[src/rtl/mwr_pkg.sv]
package mwr_pkg;
   localparam logic [2:0] MWR_RD_OP = 3'b110;

   typedef enum logic [2:0] {
      ST_IDLE,
      ST_SETUP,
      ST_CMD,
      ST_DATA,
      ST_GAP
   } mwr_state_e;
endpackage

[src/rtl/mwr_halftick.sv]
module mwr_halftick #(
   parameter int DIV_W = 8
) (
   input  logic             clk,
   input  logic             rst_n,
   input  logic             run,
   input  logic [DIV_W-1:0] lim,
   output logic             tick
);
   generate
      if (DIV_W < 1) begin : g_bad_div
         $error("mwr_halftick: DIV_W must be at least 1");
      end
   endgenerate

   logic [DIV_W-1:0] cnt;

   assign tick = run && (cnt == lim);

   always_ff @(posedge clk) begin
      if (!rst_n || !run || tick) cnt <= '0;
      else                        cnt <= cnt + 1'b1;
   end


   tick_spacing_chk: assert property (@(posedge clk) disable iff (!rst_n)
      (run && $past(run) && $past(tick)) |-> (cnt == '0));
endmodule

[src/rtl/mwr_cmdform.sv]
module mwr_cmdform #(
   parameter int NARROW_AW = 6,
   parameter int WIDE_AW   = 8,
   parameter int CNT_W     = 4,
   localparam int CMD_W    = 3 + WIDE_AW
) (
   input  logic [WIDE_AW-1:0] addr,
   input  logic               wide,
   output logic [CMD_W-1:0]   cmd,
   output logic [CNT_W-1:0]   last_idx
);
   import mwr_pkg::*;

   generate
      if (NARROW_AW < 1 || NARROW_AW > WIDE_AW) begin : g_bad_aw
         $error("mwr_cmdform: need 1 <= NARROW_AW <= WIDE_AW");
      end
   endgenerate

   logic [CMD_W-1:0] narrow_cmd;

   generate
      if (WIDE_AW > NARROW_AW) begin : g_pad
         assign narrow_cmd = {MWR_RD_OP, addr[NARROW_AW-1:0],
                              {(WIDE_AW-NARROW_AW){1'b0}}};
      end else begin : g_nopad
         assign narrow_cmd = {MWR_RD_OP, addr[NARROW_AW-1:0]};
      end
   endgenerate

   assign cmd      = wide ? {MWR_RD_OP, addr} : narrow_cmd;
   assign last_idx = wide ? CNT_W'(CMD_W - 1) : CNT_W'(3 + NARROW_AW - 1);
endmodule

[src/rtl/mwr_reader.sv]
module mwr_reader #(
   parameter int NARROW_AW = 6,
   parameter int WIDE_AW   = 8,
   parameter int DATA_W    = 16,
   parameter int DIV_W     = 8
) (
   input  logic               clk,
   input  logic               rst_n,
   input  logic               req_valid,
   input  logic [WIDE_AW-1:0] req_addr,
   input  logic               req_wide,
   input  logic [DIV_W-1:0]   half_div,
   output logic               busy,
   output logic               done,
   output logic [DATA_W-1:0]  rd_data,
   output logic               mw_cs,
   output logic               mw_clk,
   output logic               mw_mosi,
   input  logic               mw_miso
);
   import mwr_pkg::*;

   localparam int CMD_W = 3 + WIDE_AW;
   localparam int MAXB  = (CMD_W > DATA_W) ? CMD_W : DATA_W;
   localparam int CNT_W = $clog2(MAXB);

   generate
      if (DATA_W < 2) begin : g_bad_data
         $error("mwr_reader: DATA_W must be at least 2");
      end
   endgenerate

   mwr_state_e       state;
   logic [CMD_W-1:0] cmd_w, cmd_sr;
   logic [CNT_W-1:0] last_w, bit_cnt;
   logic [DIV_W-1:0] lim_r;
   logic [DATA_W-1:0] data_sr;
   logic             sk_r, done_r, tick, run;

   assign run = (state != ST_IDLE);

   mwr_cmdform #(
      .NARROW_AW(NARROW_AW),
      .WIDE_AW  (WIDE_AW),
      .CNT_W    (CNT_W)
   ) u_cmd (
      .addr    (req_addr),
      .wide    (req_wide),
      .cmd     (cmd_w),
      .last_idx(last_w)
   );

   mwr_halftick #(.DIV_W(DIV_W)) u_tick (
      .clk  (clk),
      .rst_n(rst_n),
      .run  (run),
      .lim  (lim_r),
      .tick (tick)
   );

   always_ff @(posedge clk) begin
      if (!rst_n) begin
         state   <= ST_IDLE;
         cmd_sr  <= '0;
         bit_cnt <= '0;
         lim_r   <= '0;
         data_sr <= '0;
         sk_r    <= 1'b0;
         done_r  <= 1'b0;
      end else begin
         done_r <= 1'b0;
         case (state)
            ST_IDLE: if (req_valid) begin
               state   <= ST_SETUP;
               cmd_sr  <= cmd_w;
               bit_cnt <= last_w;
               lim_r   <= half_div;
            end
            ST_SETUP: if (tick) state <= ST_CMD;
            ST_CMD: if (tick) begin
               if (!sk_r) sk_r <= 1'b1;
               else begin
                  sk_r <= 1'b0;
                  if (bit_cnt == '0) begin
                     state   <= ST_DATA;
                     bit_cnt <= CNT_W'(DATA_W - 1);
                  end else begin
                     bit_cnt <= bit_cnt - 1'b1;
                     cmd_sr  <= {cmd_sr[CMD_W-2:0], 1'b0};
                  end
               end
            end
            ST_DATA: if (tick) begin
               if (!sk_r) sk_r <= 1'b1;
               else begin
                  sk_r    <= 1'b0;
                  data_sr <= {data_sr[DATA_W-2:0], mw_miso};
                  if (bit_cnt == '0) state <= ST_GAP;
                  else               bit_cnt <= bit_cnt - 1'b1;
               end
            end
            ST_GAP: if (tick) begin
               state  <= ST_IDLE;
               done_r <= 1'b1;
            end
            default: state <= ST_IDLE;
         endcase
      end
   end

   assign busy    = run;
   assign done    = done_r;
   assign rd_data = data_sr;
   assign mw_cs   = (state == ST_SETUP) || (state == ST_CMD) || (state == ST_DATA);
   assign mw_clk  = sk_r;
   assign mw_mosi = (state == ST_CMD) && cmd_sr[CMD_W-1];


   clk_inside_cs_chk: assert property (@(posedge clk) disable iff (!rst_n)
      mw_clk |-> mw_cs);

   cs_rise_clk_low_chk: assert property (@(posedge clk) disable iff (!rst_n)
      $rose(mw_cs) |-> !mw_clk);

   mosi_hold_high_chk: assert property (@(posedge clk) disable iff (!rst_n)
      (mw_clk && $past(mw_clk)) |-> $stable(mw_mosi));

   done_not_busy_chk: assert property (@(posedge clk) disable iff (!rst_n)
      done |-> !busy);

   busy_ends_done_chk: assert property (@(posedge clk) disable iff (!rst_n)
      $fell(busy) |-> done);

   done_single_chk: assert property (@(posedge clk) disable iff (!rst_n)
      done |=> !done);

   clk_on_tick_chk: assert property (@(posedge clk) disable iff (!rst_n)
      (mw_clk != $past(mw_clk)) |-> $past(tick));
endmodule

[config.mk]
export PLATFORM = sky130hd
export DESIGN_NAME = mwr_reader
export DESIGN_NICKNAME = d
export VERILOG_FILES = /design/src/rtl/mwr_pkg.sv /design/src/rtl/mwr_halftick.sv /design/src/rtl/mwr_cmdform.sv /design/src/rtl/mwr_reader.sv
export SDC_FILE = /design/constraint.sdc
export NUM_CORES = 1
export LEC_CHECK = 0
export CORE_MARGIN = 5
export CORE_UTILIZATION = 38
export DETAILED_ROUTE_END_ITERATION = 10
export PLACE_DENSITY_LB_ADDON = 0.2
export SYNTH_ARGS = -nofsm -noshare
export SYNTH_HDL_FRONTEND = slang
export SYNTH_SLANG_ARGS = --single-unit
[constraint.sdc]
create_clock -name clk -period 2.32 [get_ports clk]
set_input_delay 0.696 -clock clk [delete_from_list [all_inputs] [get_ports clk]]
set_output_delay 0.696 -clock clk [all_outputs]
set_load 0.005 [all_outputs]
==> results.yml <==
outcome:
  status: "complete, no violations"
die:
  core-area_mm2: 0.00624
  rows: 29
  die_h_um: 89.5
  initial_core_util_pct: 38.5
  num_io_pins: 42
  die_width_um: 89.5
  dieArea_mm2: 0.00801
critical_path:
  crit_chain: "nor2b_2, and3_1, clkdlybuf4s50_1"
  critPathRequiredTime_ps: 1620
  crit_path_top_delay_cell: "clkdlybuf4s50_1"
  cp-start-kind: "register"
  cp-end-kind: "primary output"
  worst-path-buf-inv: 1
  path_class: "register to primary output"
  cp_slowest_stage_delay_ps: 500
  cp_max_fo: 3
  worst_ep_arrival_time_ps: 1520
  critPathTopFamily: "buffers and inverters"
  r2r_slack_ps: 220
detailed_routing:
  drc_errors: 0
  routedWlPerCell_um: 13.0
  vias_per_cell: 5.02
  dr.first_iter.drc_count: 121
  ant_nets: 0
  drtPass1Iterations: 4
  drt-total-wl_mm: 5.32
  vias: 2049
placement:
  io_buffers: 41
  placed_area_mm2: 0.00297
  preCtsSetupSlack_ps: 21.4
  hpwl_mm: 3.82
  place.gp.congestion: 0.845
global_routing:
  grt_pass1_wl_mm: 9.07
  grt_use_total_pct: 14.5
  grt_pass1_vias: 1920
  grt_max_degree: 30
  antenna_found_initial: 0
  gr-total-overflow: 0
cts:
  root_buffer: "clkbuf_8"
  numCtsBuffers: 5
  cts_buffer_depth: 2
  holdBufCountCts: 0
  clk_latency_ps: 300
  clk_pin_slew_ps: 90
  cts_resized: 0
  cts_setup_buffers: 0
  cts-htree-levels: 2
  cts_sinks: 52
  tritoncts: "done"
timing:
  min_period_ps: 2220
  finalHoldViolCount: 0
  max-slew-margin-rel_pct: 65.8
  fin_tns_setup_ps: 0
  rsz0062_at_grt: "false"
  setup_ws_ps: 104
  finClkSkew_ps: 8.56
  finalCritPeriodShare_pct: 95.5
  tightest_slew_ps: 511
  maxSlewViolCount: 0
  hold_slack_ps: 460
  max_freq_mhz: 451
  setup_viol: 0
logic_synthesis:
  synth_top_family_by_area: "simple AND/OR/NAND/NOR gates"
  synth_edf_count: 0
  synth_cell_types: 44
  ys_warn_count: 0
  netlist_instances: 282
  synthFlopType: "dfxtp_1"
  synth_area_mm2: 0.00240
  syn_avg_cell_area_um2: 8.52
  muxShareOfSynthArea_pct: 12.6
  synth-compound-area-share_pct: 11.6
  ys_seq_area_share_pct: 43.3
  synthXorXnorAreaFrac_pct: 5.78
  synth_fa_ha_area_share_pct: 1.04
  synth_nets: 305
  async_reset_ff_share_pct: 0
  yosys.area_share.simple_pct: 21.7
  ys_seq_elements: 52
layout:
  area_growth_syn_to_layout_pct: 27.3
  drive_above_1_share_pct: 9.67
  nets: 353
  diodes: 0
  post-route-cell-area_mm2: 0.00306
  fill_cells: 622
power_and_ir_drop:
  cellPowerDensity_mw_per_mm2: 815
  clkPwrFrac_pct: 20.3
  ir_drop_mv: 0.419
  power_frac_comb_pct: 37.6
  p_leak_nw: 1.14
  p_int_w: 0.00162
  switchingPower_w: 0.000878
  swShare_pct: 35.2
  p_seq_share_pct: 42.0
min_path:
  hold_class: "register to register"
flow_run:
  maxCapViolations: 0
## flip-flops by register name, indices dropped and copies added, names as in the netlist
signal	count
bit_cnt	4
cmd_sr	11
done	1
lim_r	8
mw_clk	1
rd_data	16
state	3
u_tick.cnt	8
## placed cells by master, fill, tap and decap left out, types with 3 or more instances in the layout
cell type	instances
dfxtp_1	52
clkbuf_8	5
nand3_1	8
inv_1	6
o21ai_0	10
buf_4	15
xor2_1	5
clkdlybuf4s50_1	41
a32oi_1	3
a21oi_1	18
nor2_1	46
nor3_1	5
and3_1	3
mux2i_1	29
nand2_1	40
xnor2_1	9
## cells in the mapped netlist, types with 2 or more instances
cell type,number,share of area (%)
nor2_1,46,7.2
nand2_1,40,6.2
a211oi_1,2,0.62
ha_1,2,1.0
inv_1,6,0.94
mux2i_1,29,12
nand2b_1,2,0.52
clkbuf_1,11,1.7
xnor2_1,9,3.3
o21bai_1,2,0.62
xor2_1,5,1.8
o21ai_0,10,2.1
nand3_1,8,1.7
o32ai_1,2,0.73
buf_2,3,0.62
dfxtp_1,52,43
a32oi_1,3,1.1
a21oi_1,18,3.8
nor3_1,5,1.0
and3_1,3,0.78
## logic make-up (layout without fill, tap and decap cells)
group	after synthesis	count (layout)
xor gates and xnor gates	15	15
buffers and inverters	23	72
DFF	52	52
and+or+nand+nor	115	115
AOI/OAI and AO/OA	45	45
adders and majority gates	2	2
muxes	30	30
## tightest hold or removal path: stages, from the launching register on
cell     delay, ps
dfxtp_1        320
nand2_1         50
a21oi_1         50
## area by class of cell
class	count	area (um^2)	share of cell area (%)
Clock inverter	2	13.8	0.450
Inverter	7	26.3	0.859
Multi-Input combinational cell	207	1270	41.4
Sequential cell	52	1040	34.0
Clock buffer	6	72.6	2.37
Tap cell	77	96.3	3.15
Timing Repair Buffer	57	543	17.8
## through the flow
stage / util, % / total power (W) / std cells
final: 49.0 / 0.00249 / 408
after global routing: 49.0 / 0.00269 / 408
after CTS: 49.0 / 0.00253 / 408
after detailed placement: 47.6 / 0.00201 / 400
after global placement: 47.6 / 0.00200 / 400
after floorplan: - / 0.00168 / 282
## path summary, 6_finish.rpt
check / from / endpoint / cells past startpoint
setup / recovery: state[1] / mw_mosi / 3
hold / removal: cmd_sr[9] / cmd_sr[9] / 2
setup reg to reg: u_tick.cnt[2] / rd_data[14] / 7
hold reg to reg: cmd_sr[9] / cmd_sr[9] / 2
## power by group through the flow
stage                     clock network, W  registers (W)  logic, W
after floorplan                          0        0.00105  0.000632
after global placement                   0        0.00107  0.000934
after detailed placement                 0        0.00107  0.000938
after CTS                         0.000536        0.00105  0.000944
after global routing              0.000572        0.00106   0.00105
final                             0.000508        0.00105  0.000938
## metal layers
metal / wire length, um / track usage [%] / vias to the layer above
met1: 2570 / 19.8 / 937
li1: - / - / 1057
met3: 350 / 4.61 / 7
met4: 69 / 4.47 / 0
met5: 0 / 0 / -
met2: 2330 / 21.8 / 48
(Power assumes the default switching activity.)
